--- config.mk ---
export PLATFORM = sky130hd
export DESIGN_NAME = acc_alu
export DESIGN_NICKNAME = d
export VERILOG_FILES = /design/src/rtl/acc_alu_pkg.sv /design/src/rtl/acc_alu_decode.sv /design/src/rtl/acc_alu_exec.sv /design/src/rtl/acc_alu.sv
export SDC_FILE = /design/constraint.sdc
export NUM_CORES = 1
export LEC_CHECK = 0
export BUFFER_PORTS_ARGS = -buffer_cell sky130_fd_sc_hd__buf_2
export CAP_MARGIN = 10
export CORE_MARGIN = 1.5
export CORE_UTILIZATION = 40
export DETAILED_ROUTE_END_ITERATION = 7
export PLACE_DENSITY_LB_ADDON = 0.3
export SLEW_MARGIN = 10
export SYNTH_ARGS = -nofsm -noshare
export SYNTH_HDL_FRONTEND = slang
export SYNTH_SLANG_ARGS = --single-unit
--- constraint.sdc ---
create_clock -name clk -period 3.7 [get_ports clk]
set_clock_uncertainty 0.2 [all_clocks]
set_input_delay 0.555 -clock clk [delete_from_list [all_inputs] [get_ports clk]]
set_output_delay 0.555 -clock clk [all_outputs]
set_load 0.005 [all_outputs]
--- src/rtl/acc_alu_pkg.sv ---
package acc_alu_pkg;

  localparam int NIB_W   = 4;
  localparam int DATA_W  = 2 * NIB_W;
  localparam int BCD_MAX = 9;
  localparam int LO_FIX  = 6;

  typedef enum logic [4:0] {
    CLS_NONE, CLS_ADD, CLS_ADDC, CLS_AND, CLS_OR, CLS_XOR,
    CLS_CLRA, CLS_CPLA, CLS_INCA, CLS_DECA, CLS_CLRC, CLS_CPLC,
    CLS_RL, CLS_RR, CLS_RLC, CLS_RRC, CLS_SWAP, CLS_DAA
  } op_cls_e;

  typedef struct packed {
    logic              c;
    logic              ac;
    logic [DATA_W-1:0] sum;
  } add_res_t;

  typedef struct packed {
    logic              lo_fix;
    logic              hi_fix;
    logic              c;
    logic [DATA_W-1:0] val;
  } daa_res_t;

  // Nibble-wise add so that the half carry is a real intermediate.
  function automatic add_res_t add_bytes(input logic [DATA_W-1:0] a,
                                         input logic [DATA_W-1:0] b,
                                         input logic cin);
    logic [NIB_W:0] lo;
    logic [NIB_W:0] hi;
    add_res_t r;
    lo = {1'b0, a[NIB_W-1:0]} + {1'b0, b[NIB_W-1:0]} + {{NIB_W{1'b0}}, cin};
    hi = {1'b0, a[DATA_W-1:NIB_W]} + {1'b0, b[DATA_W-1:NIB_W]}
       + {{NIB_W{1'b0}}, lo[NIB_W]};
    r.sum = {hi[NIB_W-1:0], lo[NIB_W-1:0]};
    r.c   = hi[NIB_W];
    r.ac  = lo[NIB_W];
    return r;
  endfunction

  // Two-step packed BCD correction.
  function automatic daa_res_t bcd_adjust(input logic [DATA_W-1:0] a,
                                          input logic c,
                                          input logic ac);
    logic [DATA_W-1:0] t;
    logic [DATA_W:0]   u;
    daa_res_t r;
    r.lo_fix = (a[NIB_W-1:0] > NIB_W'(BCD_MAX)) || ac;
    t        = r.lo_fix ? a + DATA_W'(LO_FIX) : a;
    r.hi_fix = (t[DATA_W-1:NIB_W] > NIB_W'(BCD_MAX)) || c;
    u        = r.hi_fix ? {1'b0, t} + (DATA_W+1)'(LO_FIX << NIB_W) : {1'b0, t};
    r.val    = u[DATA_W-1:0];
    r.c      = c | u[DATA_W];
    return r;
  endfunction

endpackage

--- src/rtl/acc_alu_decode.sv ---
module acc_alu_decode
  import acc_alu_pkg::*;
(
  input  logic [DATA_W-1:0] opcode,
  output op_cls_e           op_cls,
  output logic              op_known
);

  always_comb begin
    casez (opcode)
      8'h03, 8'b0110_000?, 8'b0110_1???: op_cls = CLS_ADD;
      8'h13, 8'b0111_000?, 8'b0111_1???: op_cls = CLS_ADDC;
      8'h53, 8'b0101_000?, 8'b0101_1???: op_cls = CLS_AND;
      8'h43, 8'b0100_000?, 8'b0100_1???: op_cls = CLS_OR;
      8'hD3, 8'b1101_000?, 8'b1101_1???: op_cls = CLS_XOR;
      8'h27:                             op_cls = CLS_CLRA;
      8'h37:                             op_cls = CLS_CPLA;
      8'h17:                             op_cls = CLS_INCA;
      8'h07:                             op_cls = CLS_DECA;
      8'h97:                             op_cls = CLS_CLRC;
      8'hA7:                             op_cls = CLS_CPLC;
      8'hE7:                             op_cls = CLS_RL;
      8'h77:                             op_cls = CLS_RR;
      8'hF7:                             op_cls = CLS_RLC;
      8'h67:                             op_cls = CLS_RRC;
      8'h47:                             op_cls = CLS_SWAP;
      8'h57:                             op_cls = CLS_DAA;
      default:                           op_cls = CLS_NONE;
    endcase
  end

  assign op_known = (op_cls != CLS_NONE);

endmodule

--- src/rtl/acc_alu_exec.sv ---
module acc_alu_exec
  import acc_alu_pkg::*;
(
  input  op_cls_e           op_cls,
  input  logic [DATA_W-1:0] acc_q,
  input  logic              c_q,
  input  logic              ac_q,
  input  logic [DATA_W-1:0] operand,
  output logic [DATA_W-1:0] acc_d,
  output logic              c_d,
  output logic              ac_d
);

  logic [DATA_W-1:0] rl_vec;
  logic [DATA_W-1:0] rr_vec;
  logic              add_cin;
  add_res_t          add_r;
  daa_res_t          daa_r;

  for (genvar i = 0; i < DATA_W; i++) begin : g_rot
    assign rl_vec[i] = acc_q[(i + DATA_W - 1) % DATA_W];
    assign rr_vec[i] = acc_q[(i + 1) % DATA_W];
  end

  assign add_cin = (op_cls == CLS_ADDC) ? c_q : 1'b0;
  assign add_r   = add_bytes(acc_q, operand, add_cin);
  assign daa_r   = bcd_adjust(acc_q, c_q, ac_q);

  always_comb begin
    acc_d = acc_q;
    c_d   = c_q;
    ac_d  = ac_q;
    unique case (op_cls)
      CLS_ADD, CLS_ADDC: begin
        acc_d = add_r.sum;
        c_d   = add_r.c;
        ac_d  = add_r.ac;
      end
      CLS_AND:  acc_d = acc_q & operand;
      CLS_OR:   acc_d = acc_q | operand;
      CLS_XOR:  acc_d = acc_q ^ operand;
      CLS_CLRA: acc_d = '0;
      CLS_CPLA: acc_d = ~acc_q;
      CLS_INCA: acc_d = acc_q + DATA_W'(1);
      CLS_DECA: acc_d = acc_q - DATA_W'(1);
      CLS_CLRC: c_d   = 1'b0;
      CLS_CPLC: c_d   = ~c_q;
      CLS_RL:   acc_d = rl_vec;
      CLS_RR:   acc_d = rr_vec;
      CLS_RLC: begin
        acc_d = {rl_vec[DATA_W-1:1], c_q};
        c_d   = acc_q[DATA_W-1];
      end
      CLS_RRC: begin
        acc_d = {c_q, rr_vec[DATA_W-2:0]};
        c_d   = acc_q[0];
      end
      CLS_SWAP: acc_d = {acc_q[NIB_W-1:0], acc_q[DATA_W-1:NIB_W]};
      CLS_DAA: begin
        acc_d = daa_r.val;
        c_d   = daa_r.c;
      end
      default: ;
    endcase
  end

endmodule

--- src/rtl/acc_alu.sv ---
module acc_alu
  import acc_alu_pkg::*;
(
  input  logic              clk,
  input  logic              rst_n,
  input  logic              op_valid,
  input  logic [DATA_W-1:0] opcode,
  input  logic [DATA_W-1:0] operand,
  output logic [DATA_W-1:0] acc,
  output logic              carry,
  output logic              aux_carry,
  output logic              unhandled
);

  op_cls_e           op_cls;
  logic              op_known;
  logic              upd_fire;
  logic              unh_fire;
  logic [DATA_W-1:0] acc_q, acc_d;
  logic              c_q, c_d;
  logic              ac_q, ac_d;
  logic              unh_q;

  acc_alu_decode u_decode (
    .opcode   (opcode),
    .op_cls   (op_cls),
    .op_known (op_known)
  );

  acc_alu_exec u_exec (
    .op_cls  (op_cls),
    .acc_q   (acc_q),
    .c_q     (c_q),
    .ac_q    (ac_q),
    .operand (operand),
    .acc_d   (acc_d),
    .c_d     (c_d),
    .ac_d    (ac_d)
  );

  assign upd_fire = op_valid & op_known;
  assign unh_fire = op_valid & ~op_known;

  always_ff @(posedge clk or negedge rst_n) begin
    if (!rst_n) begin
      acc_q <= '0;
      c_q   <= 1'b0;
      ac_q  <= 1'b0;
      unh_q <= 1'b0;
    end else begin
      unh_q <= unh_fire;
      if (upd_fire) begin
        acc_q <= acc_d;
        c_q   <= c_d;
        ac_q  <= ac_d;
      end
    end
  end

  assign acc       = acc_q;
  assign carry     = c_q;
  assign aux_carry = ac_q;
  assign unhandled = unh_q;

endmodule

After elaboration in Yosys (flattened, before gate mapping)

Index checks and enable logic that the tools add are counted.

$add $sub $neg: 8
$lt $le $gt $ge: 2
Eq/ne operators: 44
Muxes and demuxes: 6
Bitwise logic cells: 9
Reductions and logical operators: 14

Operators by type and width:

| operator            | number |
|---|---|
| $pmux 8 s14         | 1 |
| $pmux 5 s17         | 1 |
| $eq 5x4->1 const B  | 12 |
| $eq 8x7->1 const B  | 6 |
| $eq 8x8->1 const B  | 5 |
| $eq 7x6->1 const B  | 4 |
| $eq 5x3->1 const B  | 4 |
| $eq 8x5->1 const B  | 2 |
| $eq 8x6->1 const B  | 2 |
| $eq 5x5->1 const B  | 3 |
| $reduce_or 3->1     | 5 |
| $reduce_bool 14->1  | 1 |
| $add 4x4->5         | 2 |
| $add 5x1->5         | 2 |
| $eq 5x2->1 const B  | 2 |
| $add 8x7->9 const B | 1 |
| $mux 9              | 1 |
| $add 8x1->8 const B | 1 |
| $add 8x3->8 const B | 1 |
| $and 8x8->8         | 1 |
| $eq 8x2->1 const B  | 1 |
| $eq 8x3->1 const B  | 1 |
| $gt 4x4->1 const B  | 2 |
| $mux 8              | 1 |
| 16 further kinds    | 21 |

Register bits: 11

Longest topological paths before layout

Gate-level depths: netlist of the first run.

Word-level depth: 8
Gate-level depth with buffers: 18
Gate-level depth less buffers: 17

By module

From an unflattened synthesis of the first run, not the netlist that was laid out.

Cells, all modules: 336
Area, all modules: 2657.5 sq um

By module, submodules not included:

| module         | times used | cells each | area each (sq um) | sequential area each (sq um) |
|---|---|---|---|---|
| acc_alu_exec   | 1          | 267        | 1935.6            | 0.0 |
| acc_alu        | 1          | 23         | 407.9             | 275.3 |
| acc_alu_decode | 1          | 46         | 314.1             | 0.0 |

Worst setup path before layout of the first run

OpenSTA, ideal clock, no wires.

Path type: in2reg
Start: in opcode[4]
End: reg c_q (netlist: carry)
Data arrival time: 4060 ps
Path slack: -681 ps
Cell stages on the path: 17
Path through: clkbuf_1 > clkbuf_1 > clkbuf_1 > clkbuf_1 > nand3_1 > nor2_1 > fa_1 > fa_1 > a21o_1 > a21o_1 > fa_1 > fa_1 > a21oi_1 > nor2b_1 > o21ai_0 > a21oi_1 > a22o_1

RTL lines:

| item                 | line          | text |
|---|---|---|
| from (decl)          | acc_alu.sv:7  | `input logic [DATA_W-1:0] opcode,` |
| to (signal assigned) | acc_alu.sv:47 | `c_q <= 1'b0;` |
| to (signal assigned) | acc_alu.sv:54 | `c_q <= c_d;` |
| to (decl)            | acc_alu.sv:20 | `logic c_q, c_d;` |

==> results of run 1 <==
-- sequential cells by signal, summed over array words and instances, names as in the netlist --
register / count
carry: 1
acc: 8
aux_carry: 1
unhandled: 1
-- layer usage --
metal  share of wire [%]  GRT usage [%]  up-vias  wire length, um
met5                   0              0        -                0
met1                  42           32.3     1344             3400
li1                    -              -     1332                -
met3                 7.9           3.54       27              647
met2                  47           42.6      134             3880
met4                 3.0           11.6        0              248
-- power by group --
part           internal (mW)  switching, mW  total, mW
Sequential             0.171          0.131      0.302
Combinational          0.617          0.660       1.28
Clock                 0.0764         0.0598      0.136
-- final timing paths --
path / from / endpoint / slack [ns]
max: opcode[6] / acc[7]$_DFFE_PN0P_ / -0.05
min: rst_n / acc[3]$_DFFE_PN0P_ / -0.005
max reg2reg: carry$_DFFE_PN0P_ / acc[7]$_DFFE_PN0P_ / 0.34
min reg2reg: acc[2]$_DFFE_PN0P_ / acc[2]$_DFFE_PN0P_ / 0.47
max in group asynchronous: rst_n / carry$_DFFE_PN0P_ / 3.05
min in group clk: op_valid / unhandled$_DFF_PN0_ / 0.39
-- repair_timing --
item | 4_1_cts | 5_1_grt
buffers inserted | 2 | 8
gates resized for setup | 11 | 29
hold endpoints to repair | 0 | 0
pin swaps | 4 | 13
hold buffers | 0 | 0
endpoints found under the setup margin | 6 | 6
-- cell usage after synthesis (2+ instances only) --
master / count / area, sq um
nor4b_1: 2 / 17.5
a22oi_1: 2 / 15.0
ha_1: 24 / 300
a22o_1: 4 / 35.0
nor4_1: 3 / 18.8
o21a_1: 3 / 22.5
o21ai_0: 18 / 90.1
nor2_1: 27 / 101
fa_1: 5 / 100
xnor2_1: 12 / 105
mux2i_1: 7 / 70.1
a21oi_1: 36 / 180
o221ai_1: 4 / 35.0
mux2_1: 2 / 22.5
o22ai_1: 5 / 31.3
xor2_1: 5 / 43.8
o32ai_1: 2 / 17.5
a211oi_1: 5 / 37.5
inv_1: 21 / 78.8
a221oi_1: 6 / 52.6
a31oi_1: 5 / 31.3
or3_1: 4 / 25.0
nor3_1: 7 / 35.0
o211ai_1: 2 / 15.0
nand2_1: 23 / 86.3
clkbuf_1: 12 / 45.0
dfrtp_1: 11 / 275
nor2b_1: 3 / 18.8
nand3_1: 9 / 45.0
a21o_1: 7 / 52.6
o21bai_1: 2 / 15.0
mux2_2: 4 / 45.0
inv_2: 3 / 11.3
nand2b_1: 7 / 43.8
buf_2: 4 / 20.0
o21ai_1: 5 / 25.0
a221o_1: 2 / 20.0
-- kinds of logic after synthesis --
| kind of cell | synth area share (%) |
|---|---|
| AO/OA/AOI/OAI | 32.2 |
| AND/OR/NAND/NOR | 20.0 |
| buffers and inverters | 7.18 |
| adder cells (fa/ha/maj) | 16.9 |
| XOR/XNOR | 6.28 |
| multiplexers | 5.80 |
| flip-flops | 11.6 |
-- cell type report --
type	count	share of cell area [%]
tap	72	2.79
sequential	11	8.53
inverter	24	2.95
timing repair buffer	85	19.3
multi-input combinational	269	65.0
clock buffer	4	1.40
-- per-stage QoR --
step / setup TNS, ns / instances / utilization, % / area [sq um] / hold WS, ns
after floorplan: -0.557 / 322 / - / 2500 / 0.0594
after global placement: -1.70 / 451 / 52.5 / 2940 / 0.269
after detailed placement: -1.98 / 451 / 52.5 / 2940 / 0.276
after CTS: -0.0551 / 457 / 54.2 / 3040 / 0.00507
after global routing: -0.780 / 465 / 57.5 / 3230 / 0.0160
final: -0.0775 / 465 / 57.5 / 3230 / -0.00453
-- critical path, delay by kind of cell --
family                     cells  cell delay, ns
AOI/OAI and AO/OA              7            1.32
xor gates and xnor gates       1            0.08
adders and majority gates      3            1.08
buffers and inverters          3            0.39
and+or+nand+nor                3            0.25
==> flow_summary_export.csv, run 1 <==
group,metric,value,unit
grt,global_route.overflow_total,0,
clock_network,clock_transition_at_the_registers_of_the_reported_paths,0.06,ns
placed_design,placement.setup.worst_slack,-0.389,ns
sta,setup_viol_count_final,4,
setup_path,start_kind,"input port",
sta,final_hold_viol_count,5,
setup_path,path_cells,"buf_8 > nor2b_4 > o211ai_1 > buf_4 > nand3_2 > nor2_2 > fa_2 > fa_2 > a21o_1 > a21o_1 > fa_2 > buf_4 > a21o_1 > a21oi_2 > xnor2_1 > a221o_1 > a22o_1",
clock_network,cts_tree,"yes",
sta,final.hold.worst_slack,-0.00453,ns
floorplan,die_area,6400,sq um
logic_synthesis,synth.yosys.seq_area_share,11.6,%
logic_synthesis,synth_flop_cell,"dfrtp_1",
final_layout,area_growth_syn_to_layout,36.0,%
placed_design,place_hpwl,5970,um
detailed_routing,drt-wirelength-per-cell,17.6,um
placed_design,gp_routability_congestion,0.942,
clock_network,cts_buffer_depth,2,
worst_hold_path,timing.hold.worst.class,"input port to asynchronous set/reset pin",
sta,max_slew_margin,41.2,%
pwr,p_leak,1.47,nW
sta,max_slew.worst_pin.slew,0.874,ns
pwr,finalPower,1.71,mW
pwr,power_density,531,nW/um^2
floorplan,top_level_ports,30,
setup_path,cp_slowest_cell,"fa_2",
detailed_routing,routed_wirelength,8180,um
floorplan,die_w,80.0,um
grt,global_route_wire_length_before_repair,12800,um
detailed_routing,first_iter_violations,237,
sta,maxClockFrequency,266,MHz
detailed_routing,vias,2837,
setup_path,criticalPathCategory,"input port to flip-flop",
final_layout,multi_input_comb_area,2100,sq um
clock_network,cts-htree-levels,1,
logic_synthesis,syn_area_per_cell,7.36,sq um
logic_synthesis,synth.net_count,370,
final_layout,layout.cells.most_common_list,"buf_4 (54), a21oi_1 (31), nor2_1 (24)",
outcome,run_status,"complete, but fails checks",
setup_path,worstPathRequired,3.64,ns
sta,fin_crit_sh,101,%
detailed_routing,drt.antenna.violating_nets,0,
grt,grt_max_degree,30,
logic_synthesis,postSynthCellCount,322,
setup_path,r2r_cells,13,
final_layout,n_antenna_cell,0,
clock_network,clock_sinks,11,
setup_path,critPathMaxFanout,5,
floorplan,initial_utilization,42.3,%
setup_path,data_arrival_time_of_the_critical_path,3.69,ns
grt,first_global_vias,2581,
detailed_routing,drt-pass1-iter-count,5,
pwr,irDropWorstVdd,0.000447,V
setup_path,crit_path_end_kind,"flip-flop",
floorplan,fp.dieH,80.0,um
sta,grt_setup_unrepaired,"yes",
clock_network,insertion_delay,0.25,ns
final_layout,final_common_cell,"buf_4",
final_layout,seq_area,275,sq um
setup_path,timing.critical_path.slowest_cell_delay,0.38,ns
run,drv.max_cap_violation_count,0,
logic_synthesis,asyncSetResetFlopFracSynth,100,%
final_layout,fillCellCount,528,
floorplan,coreArea,5610,sq um
detailed_routing,detail_route.vias_per_cell,6.10,
detailed_routing,drcViolationCount,0,
grt,grt_util_all_layers,25.5,%
outcome,violated_checks,"negative hold slack, negative setup slack",
logic_synthesis,number_of_warning_messages_in_the_yosys_log,0,
final_layout,drive_gt1_share,33.6,%
clock_network,clk_root_buffer_cell,"clkbuf_8",
sta,finalWorstPathRequiredPeriod,3.75,ns
logic_synthesis,syn_area,2370,sq um
floorplan,std_cell_rows,27,
sta,final-max-slew-violation-count,0,
grt,antenna_found_initial,0,
logic_synthesis,synth_edf_count,0,
final_layout,fin_nets,442,
placed_design,place.port_buffers,29,
logic_synthesis,yosysUniqueCellTypes,56,
logic_synthesis,synth_seq_cells,11,
clock_network,cts_made_buffers,3,
sta,final_critical_path_setup_slack,-0.0530,ns
No activity file was read; power rests on OpenSTA's default activity.
==> inputs of run 2 (changes only) <==
--- a/config.mk
+++ b/config.mk
@@ -5,10 +5,11 @@
 export SDC_FILE = /design/constraint.sdc
 export NUM_CORES = 1
 export LEC_CHECK = 0
+export ABC_AREA = 1
 export BUFFER_PORTS_ARGS = -buffer_cell sky130_fd_sc_hd__buf_2
 export CAP_MARGIN = 10
 export CORE_MARGIN = 1.5
-export CORE_UTILIZATION = 40
+export CORE_UTILIZATION = 30
 export DETAILED_ROUTE_END_ITERATION = 7
 export PLACE_DENSITY_LB_ADDON = 0.3
 export SLEW_MARGIN = 10
==> run 2 against run 1 <==
The flow now finishes without violations; area after synthesis up 8.9%; global-route usage decreased by 3.7 points; routed wire length increased by 18%; highest routed layer unchanged; sequential power shrank 8.6%; non-clock buffer count is 16 higher; die area rose by 43%; count of clock-buffer cells in the layout down 1; largest power group unchanged; first-iteration DRC count is 31% higher; sequential share of layout area shrank 0.83 points; utilization is 14 points lower; via count increased by 17%; sequential cell count is the same.
==> flow_summary_export.csv, run 2 <==
group,metric,value,unit
sta,final_critical_path_setup_slack,0.0962,ns
clock_network,cts_tree,"yes",
floorplan,die_area,9170,sq um
sta,fin_crit_sh,97.4,%
clock_network,insertion_delay,0.26,ns
grt,global_route_wire_length_before_repair,15300,um
logic_synthesis,postSynthCellCount,427,
final_layout,number_of_flip_flops_in_the_largest_register,8,
floorplan,coreArea,8260,sq um
setup_path,worstPathRequired,3.64,ns
setup_path,r2r_cells,15,
placed_design,placement.setup.worst_slack,-0.351,ns
setup_path,start_kind,"input port",
detailed_routing,routed_wirelength,9630,um
sta,max_slew.worst_pin.slew,0.669,ns
logic_synthesis,post_synth_main_area_contributors,"nand2_1 (16%), ha_1 (12%), dfrtp_1 (11%)",
placed_design,place.port_buffers,29,
pwr,power_density,459,nW/um^2
floorplan,fp.dieH,95.8,um
logic_synthesis,yosysUniqueCellTypes,42,
floorplan,std_cell_rows,33,
logic_synthesis,synth.top_cells.by_count,"nand2_1 (112), inv_1 (60), nor2_1 (47)",
clock_network,clock_sinks,11,
grt,grt_max_degree,14,
detailed_routing,vias,3324,
setup_path,critPathMaxFanout,3,
sta,maxClockFrequency,277,MHz
detailed_routing,drt-pass1-iter-count,5,
detailed_routing,first_iter_violations,310,
sta,final-max-slew-violation-count,0,
logic_synthesis,syn_area_per_cell,6.05,sq um
outcome,run_status,"complete, no violations",
grt,antenna_found_initial,0,
final_layout,layout.cells.most_common_list,"nand2_1 (108), buf_4 (71), inv_1 (54)",
placed_design,place_hpwl,7380,um
grt,grt_util_all_layers,21.8,%
worst_hold_path,min-delay-start,"op_valid",
sta,max_slew_margin,55.2,%
clock_network,clk_root_buffer_cell,"clkbuf_8",
setup_path,criticalPathCategory,"input port to flip-flop",
pwr,finalPower,1.64,mW
setup_path,data_arrival_time_of_the_critical_path,3.55,ns
floorplan,die_w,95.8,um
setup_path,r2r_slack,0.31,ns
detailed_routing,drcViolationCount,0,
logic_synthesis,synth.yosys.seq_area_share,10.7,%
clock_network,cts_buffer_depth,2,
placed_design,placed_area,3300,sq um
final_layout,fillCellCount,895,
final_layout,final_common_cell,"nand2_1",
detailed_routing,detail_route.vias_per_cell,5.27,
final_layout,area_growth_syn_to_layout,38.4,%
worst_hold_path,timing.hold.worst.class,"input port to flip-flop",
logic_synthesis,synth_flop_cell,"dfrtp_1",
grt,global_route.overflow_total,0,
sta,final_hold_viol_count,0,
setup_path,crit_path_end_kind,"flip-flop",
logic_synthesis,synth.net_count,475,
pwr,p_leak,1.99,nW
placed_design,gp_routability_congestion,0.950,
worst_hold_path,hold_path_end,"unhandled$_DFF_PN0_",
final_layout,n_antenna_cell,0,
grt,first_global_vias,3140,
final_layout,fin_nets,575,
detailed_routing,drt.antenna.violating_nets,0,
sta,grt_setup_unrepaired,"yes",
sta,setup_viol_count_final,0,
floorplan,top_level_ports,30,
logic_synthesis,yosysTopAreaCell,"nand2_1",
logic_synthesis,post_synth_top_area_share,16.3,%
pwr,irDropWorstVdd,0.000321,V
logic_synthesis,synth_most_common_cell,"nand2_1",
logic_synthesis,asyncSetResetFlopFracSynth,100,%
sta,finalWorstPathRequiredPeriod,3.60,ns
worst_hold_path,worst_hold_path.num_cells,3,
setup_path,r2r_path_end,"acc[6]$_DFFE_PN0P_",
logic_synthesis,synth_seq_cells,11,
run,drv.max_cap_violation_count,0,
floorplan,initial_utilization,31.3,%
final_layout,drive_gt1_share,29.7,%
detailed_routing,drt-wirelength-per-cell,15.3,um
clock_network,cts-htree-levels,1,
logic_synthesis,synth_edf_count,0,
setup_path,worst_r2r_startpoint,"carry$_DFFE_PN0P_",
logic_synthesis,number_of_warning_messages_in_the_yosys_log,0,
clock_network,cts_made_buffers,3,
final_layout,final_area,3570,sq um
logic_synthesis,syn_area,2580,sq um
clock_network,clock_transition_at_the_registers_of_the_reported_paths,0.07,ns
run 2: cell types whose count changed after synthesis, moves of 11 or more:
cell | previous run | this run
a21oi_1 | 36 | 13
clkbuf_1 | 12 | 1
inv_1 | 21 | 60
nand2_1 | 23 | 112
nand2_2 | 0 | 11
nand3_1 | 9 | 36
nand4_1 | 0 | 17
nor2_1 | 27 | 47
run 2: final cells by class:
cell class,instances,area (sq um),area share [%]
clock buffers,3,41.3,1.16
clock inverters,1,5.00,0.140
inverters,63,246,6.90
multi-input cells,347,2130,59.5
flip-flops and latches,11,275,7.70
well taps,105,131,3.68
repair buffers,101,747,20.9
run 2: worst max-delay path by stage:
stage                         start            endpoint  slack [ns]  cells past startpoint
final                     opcode[7]  acc[6]$_DFFE_PN0P_         0.1                     20
after floorplan           opcode[7]  acc[6]$_DFFE_PN0P_        0.02                     19
after CTS                 opcode[3]  acc[6]$_DFFE_PN0P_        0.02                     19
after detailed placement  opcode[3]  acc[6]$_DFFE_PN0P_       -0.35                     19
after global routing      opcode[7]  acc[6]$_DFFE_PN0P_       -0.08                     20
after global placement    opcode[3]  acc[6]$_DFFE_PN0P_       -0.29                     19
run 2: layer usage:
metal	track usage [%]	up-vias	routed length, um
li1	-	1623	-
met1	29.1	1549	4230
met2	36.4	133	4540
met3	2.76	19	617
met4	6.62	0	231
met5	0	-	0
run 2: kinds of logic (layout without fill, tap and decap cells):
kind of cell / count (synthesis) / count (layout) / share of synthesized area [%]
AO/OA/AOI/OAI: 60 / 60 / 15.1
adder cells (fa/ha/maj): 29 / 29 / 15.5
buffers and inverters: 69 / 168 / 10.5
XOR/XNOR: 10 / 10 / 3.39
AND/OR/NAND/NOR: 248 / 248 / 44.9
flip-flops: 11 / 11 / 10.7
run 2: critical path, stage by stage:
cell and delay [ns]:
buf_6 0.08, inv_4 0.04, nand2_4 0.08, nor2_4 0.04
nand2_2 0.06, and2_4 0.16, nor2_4 0.04, fa_2 0.41
fa_2 0.41, a21oi_2 0.14, inv_1 0.06, a21oi_2 0.16
inv_2 0.06, fa_2 0.43, fa_2 0.41, xor2_1 0.16
nor2_1 0.10, nor2_1 0.05, nand2_1 0.05, nand2_1 0.05
run 2: metrics by stage:
step / hold slack (ns) / cells / TNS (ns) / utilization (%)
after CTS: 0.373 / 623 / 0 / 40.7
after global routing: 0.392 / 631 / -0.150 / 43.3
after floorplan: 0.0594 / 427 / 0 / -
final: 0.373 / 631 / 0 / 43.3
after global placement: 0.268 / 618 / -1.23 / 39.9
after detailed placement: 0.273 / 618 / -1.46 / 39.9
run 2: what timing repair did:
action,4_1_cts,5_1_grt
hold endpoints to repair,7,0
hold buffers,1,0
gates resized for setup,2,51
pin swaps,0,21
endpoints found under the setup margin,2,7
buffers inserted,0,8
run 2: power breakdown:
part           leakage, nW  internal [mW]  switching, mW
logic                 1.83          0.515          0.709
registers            0.136          0.171          0.105
clock network       0.0255         0.0748         0.0644
total                 1.99          0.761          0.879
